===== src/rtl/ext_irq_detect.sv =====
module ext_irq_detect #(
  parameter int SYNC_STAGES = 2
) (
  input  logic       clk,
  input  logic       rst_n,
  input  logic       mc_en,
  input  logic [1:0] pin_n,
  input  logic [1:0] ack,
  input  logic       wr_en,
  input  logic [3:0] wr_data,
  output logic [3:0] ctrl
);
  localparam int NCH = 2;

  logic [SYNC_STAGES-1:0] sync_q [NCH];
  logic [NCH-1:0] smp, prev_q, flag_q, mode_q, edge_hit;

  always_ff @(posedge clk or negedge rst_n) begin
    if (!rst_n) begin
      for (int i = 0; i < NCH; i++) sync_q[i] <= '1;
    end else begin
      for (int i = 0; i < NCH; i++)
        sync_q[i] <= {sync_q[i][SYNC_STAGES-2:0], pin_n[i]};
    end
  end

  genvar g;
  generate
    for (g = 0; g < NCH; g++) begin : g_ch
      assign smp[g]      = sync_q[g][SYNC_STAGES-1];
      assign edge_hit[g] = mc_en & mode_q[g] & prev_q[g] & ~smp[g];
    end
  endgenerate

  always_ff @(posedge clk or negedge rst_n) begin
    if (!rst_n) prev_q <= '1;
    else if (mc_en) prev_q <= smp;
  end

  always_ff @(posedge clk or negedge rst_n) begin
    if (!rst_n) begin
      flag_q <= '0;
      mode_q <= '0;
    end else if (wr_en) begin
      flag_q <= {wr_data[3], wr_data[1]};
      mode_q <= {wr_data[2], wr_data[0]};
    end else begin
      for (int i = 0; i < NCH; i++) begin
        if (mc_en && !mode_q[i]) flag_q[i] <= ~smp[i];
        else if (edge_hit[i])    flag_q[i] <= 1'b1;
        else if (ack[i])         flag_q[i] <= 1'b0;
      end
    end
  end

  assign ctrl = {flag_q[1], mode_q[1], flag_q[0], mode_q[0]};


  mode_hold_chk: assert property (@(posedge clk) disable iff (!rst_n)
    !wr_en |=> $stable(mode_q));


  flag_quiet_chk: assert property (@(posedge clk) disable iff (!rst_n)
    (!mc_en && !wr_en && ack == 2'b00) |=> $stable(flag_q));


  write_wins_chk: assert property (@(posedge clk) disable iff (!rst_n)
    wr_en |=> ctrl == $past(wr_data));

  generate
    for (g = 0; g < NCH; g++) begin : g_chk

      ack_clear_chk: assert property (@(posedge clk) disable iff (!rst_n)
        (ack[g] && !mc_en && !wr_en) |=> !flag_q[g]);

      edge_norearm_chk: assert property (@(posedge clk) disable iff (!rst_n)
        (mode_q[g] && !prev_q[g] && !flag_q[g] && !wr_en) |=> !flag_q[g]);
    end
  endgenerate
endmodule


===== config.mk =====
export PLATFORM = sky130hd
export DESIGN_NAME = ext_irq_detect
export DESIGN_NICKNAME = d
export VERILOG_FILES = /design/src/rtl/ext_irq_detect.sv
export SDC_FILE = /design/constraint.sdc
export NUM_CORES = 1
export LEC_CHECK = 0
export BUFFER_PORTS_ARGS = -buffer_cell sky130_fd_sc_hd__buf_2
export CORE_AREA = 2 2 39 41
export DETAILED_ROUTE_END_ITERATION = 10
export DIE_AREA = 0 0 41 43
export RECOVER_POWER = 50
export REMOVE_ABC_BUFFERS = 1
export SLEW_MARGIN = 20
export SYNTH_ARGS = -nofsm -noshare
export SYNTH_HDL_FRONTEND = slang
export SYNTH_SLANG_ARGS = --single-unit

===== constraint.sdc =====
create_clock -name clk -period 1 [get_ports clk]
set_clock_uncertainty 0.15 [all_clocks]
set_input_delay 0.05 -clock clk [delete_from_list [all_inputs] [get_ports clk]]
set_output_delay 0.05 -clock clk [all_outputs]
set_load 0.02 [all_outputs]

==> flow_metrics.env <==
export IMPL_synthDistinctLibCells=10
export IMPL_worst_slew_pin_slew_ps=528.0
export IMPL_fin_setup_tns_ps=-191.5
export IMPL_worstSetupEndpointType="register"
export IMPL_required_ps=1000
export IMPL_cts_tree="yes"
export IMPL_setup_viol=4
export IMPL_final_cell_mix="10 x buf_2, 7 x dlygate4sd3_1, 6 x dfstp_2"
export IMPL_clock_sinks=10
export IMPL_p_leak_nw=0.2809
export IMPL_drt_total_wl_um=761
export IMPL_post_route_period_util_pct=108.1
export IMPL_synth_seq_cells=10
export IMPL_n_fill_cell=136
export IMPL_htreeDepth=1
export IMPL_detail_route_vias_per_cell=4.300
export IMPL_die_h_um=43
export IMPL_ios=16
export IMPL_fin_ws_ps=-81.22
export IMPL_grt_overflow_total=0
export IMPL_drive_above_1_share_pct=53.70
export IMPL_drc=0
export IMPL_grt_pass1_wl_um=1407
export IMPL_avgRoutedWirePerCell_um=10.87
export IMPL_core_area_mm2=0.001384
export IMPL_rows=14
export IMPL_fin_util_pct=44.30
export IMPL_yosysTopAreaCell="dfstp_2"
export IMPL_dr_pass1_iters=2
export IMPL_cp_arrival_ps=1080
export IMPL_synth_area_top_cells="dfstp_2 41%, dfrtp_1 26%, nand2b_1 6.5%"
export IMPL_drt_iter0_drc=2
export IMPL_status="complete, but fails checks"
export IMPL_route_vias_total=301
export IMPL_hold_ws_ps=-106.7
export IMPL_start_util_pct=28.03
export IMPL_cts_hold_buf=7
export IMPL_drtAntennaViolNets=0
export IMPL_final_cell_area_um2=613.1
export IMPL_hpwl_um=513.7
export IMPL_synthCells=28
export IMPL_slew_viol_final=0
export IMPL_cp_slowest_cell="dfstp_2"
export IMPL_track_usage_pct=12.22
export IMPL_ir_drop_mv=0.5836
export IMPL_path_cells="inv_2, a32oi_1, o21ai_1"
export IMPL_clk_latency_ps=260
export IMPL_grt_pass1_vias=359
export IMPL_timing_fmax_mhz=924.9
export IMPL_path_class="register to register"
export IMPL_num_antenna_cells=0
export IMPL_final_hold_viol_count=6
export IMPL_placed_cell_area_um2=483.0
export IMPL_grt_max_degree=11
export IMPL_post_route_min_period_ps=1081
export IMPL_portBuffers=15
export IMPL_cp_max_fo=2
export IMPL_die_w_um=41
export IMPL_start_kind="register"
export IMPL_cp_buffers_inverters=1
export IMPL_max_stage_delay_ps=530
export IMPL_power_density_mw_per_mm2=1606
export IMPL_violations="hold timing, setup timing"
export IMPL_mostFrequentLayoutCell="buf_2"
export IMPL_ctsRootBufferMaster="clkbuf_4"
export IMPL_relSlewSlack_pct=64.80
export IMPL_hold_class="input port to register"
export IMPL_syn_area_um2=387.9
export IMPL_cap_violations=0
export IMPL_yosysTopAreaCellShare_pct=40.65
export IMPL_clk_path_buf_depth=2
export IMPL_clkSlewWorstSetupHoldPaths_ps=70
export IMPL_antenna_found_initial=0
export IMPL_ff2ff_setup_slack_ps=-80
export IMPL_cts_buffers=3
export IMPL_ys_seq_area_share_pct=66.45
export IMPL_synthToLayoutAreaGrowth_pct=58.06
export IMPL_final_nets=67
export IMPL_yosysWarningCount=0
export IMPL_p_total_mw=0.9844
export IMPL_avgSynthCellArea_um2=13.85
export IMPL_rsz0062_at_grt="yes"
export IMPL_cts_setup_buffers=0
export IMPL_place_gp_congestion=0.5928
export IMPL_critPathTopFamily="flip-flops"
export IMPL_die_area_mm2=0.001763
==> synth_stat cells <==
master and n:
dfrtp_1 4, mux2_2 2, and2b_2 2, nand2b_1 4
o21ai_1 2, dfstp_2 6, mux2_1 2, nand2_1 2
a32oi_1 2, inv_1 2
==> per-layer routing <==
| metal | track usage, % | wire (µm) | vias up |
|---|---|---|---|
| met3 | 1.571 | 26 | 2 |
| met2 | 19.69 | 462 | 7 |
| met4 | 10.00 | 14 | 0 |
| met1 | 13.13 | 257 | 146 |
| li1 | - | - | 146 |
| met5 | 0 | 0 | - |
==> timing repair <==
action,in CTS,in global routing
endpoints found under the hold margin,18,6
pin swaps,2,0
resized for setup,9,0
endpoints found under the setup margin,6,7
==> logic make-up (layout without fill, tap and decap cells) <==
family	count (synthesis)	count (layout)	share of synthesized area (%)
multiplexers	4	4	11.61
buffers and inverters	2	28	1.936
AND/OR/NAND/NOR	8	8	12.90
flip-flops	10	10	66.45
AO/OA/AOI/OAI	4	4	7.098
==> cell type report <==
class                           count  area (µm²)  area share (%)
Multi-Input combinational cell     16       122.6           20.00
Tap cell                           16       20.02           3.265
Sequential cell                    10       257.7           42.04
Clock buffer                        4       36.28           5.918
Inverter                            2       7.507           1.224
Timing Repair Buffer               22       168.9           27.55
==> flip-flops by register name (all words and copies together) (netlist names) <==
register and count:
prev_q 2, smp 2, mode_q 2, flag_q 2, sync_q 2
==> final timing paths <==
check                             to  cells past startpoint       from
setup reg to reg           flag_q[1]                      3     smp[1]
max in group asynchronous  sync_q[0]                      2      rst_n
hold reg to reg               smp[1]                      0  sync_q[0]
setup / recovery           flag_q[1]                      3     smp[1]
min in group asynchronous  flag_q[0]                      2      rst_n
hold / removal             flag_q[0]                      2      wr_en
==> where the power goes <==
part           switching (mW)  total [mW]  internal (mW)
Sequential             0.0200       0.469          0.449
Combinational          0.0640       0.156         0.0923
Clock                   0.138       0.359          0.221
Total                   0.222       0.984          0.762
==> stage by stage <==
stage / setup slack [ps] / cells / hold slack (ps)
after floorplan: -118.0 / 28 / -395.6
after global placement: -75.66 / 59 / -233.4
after detailed placement: -84.77 / 59 / -231.1
after CTS: -90.87 / 70 / -114.3
after global routing: -141.8 / 70 / -106.0
final: -81.22 / 70 / -106.7
==> worst reg2reg max path, cell delays in order (launching register included) <==
cell and delay [ps]:
dfstp_2 530, inv_2 30, a32oi_1 180, o21ai_1 80
No activity file was read; power rests on OpenSTA's default activity.
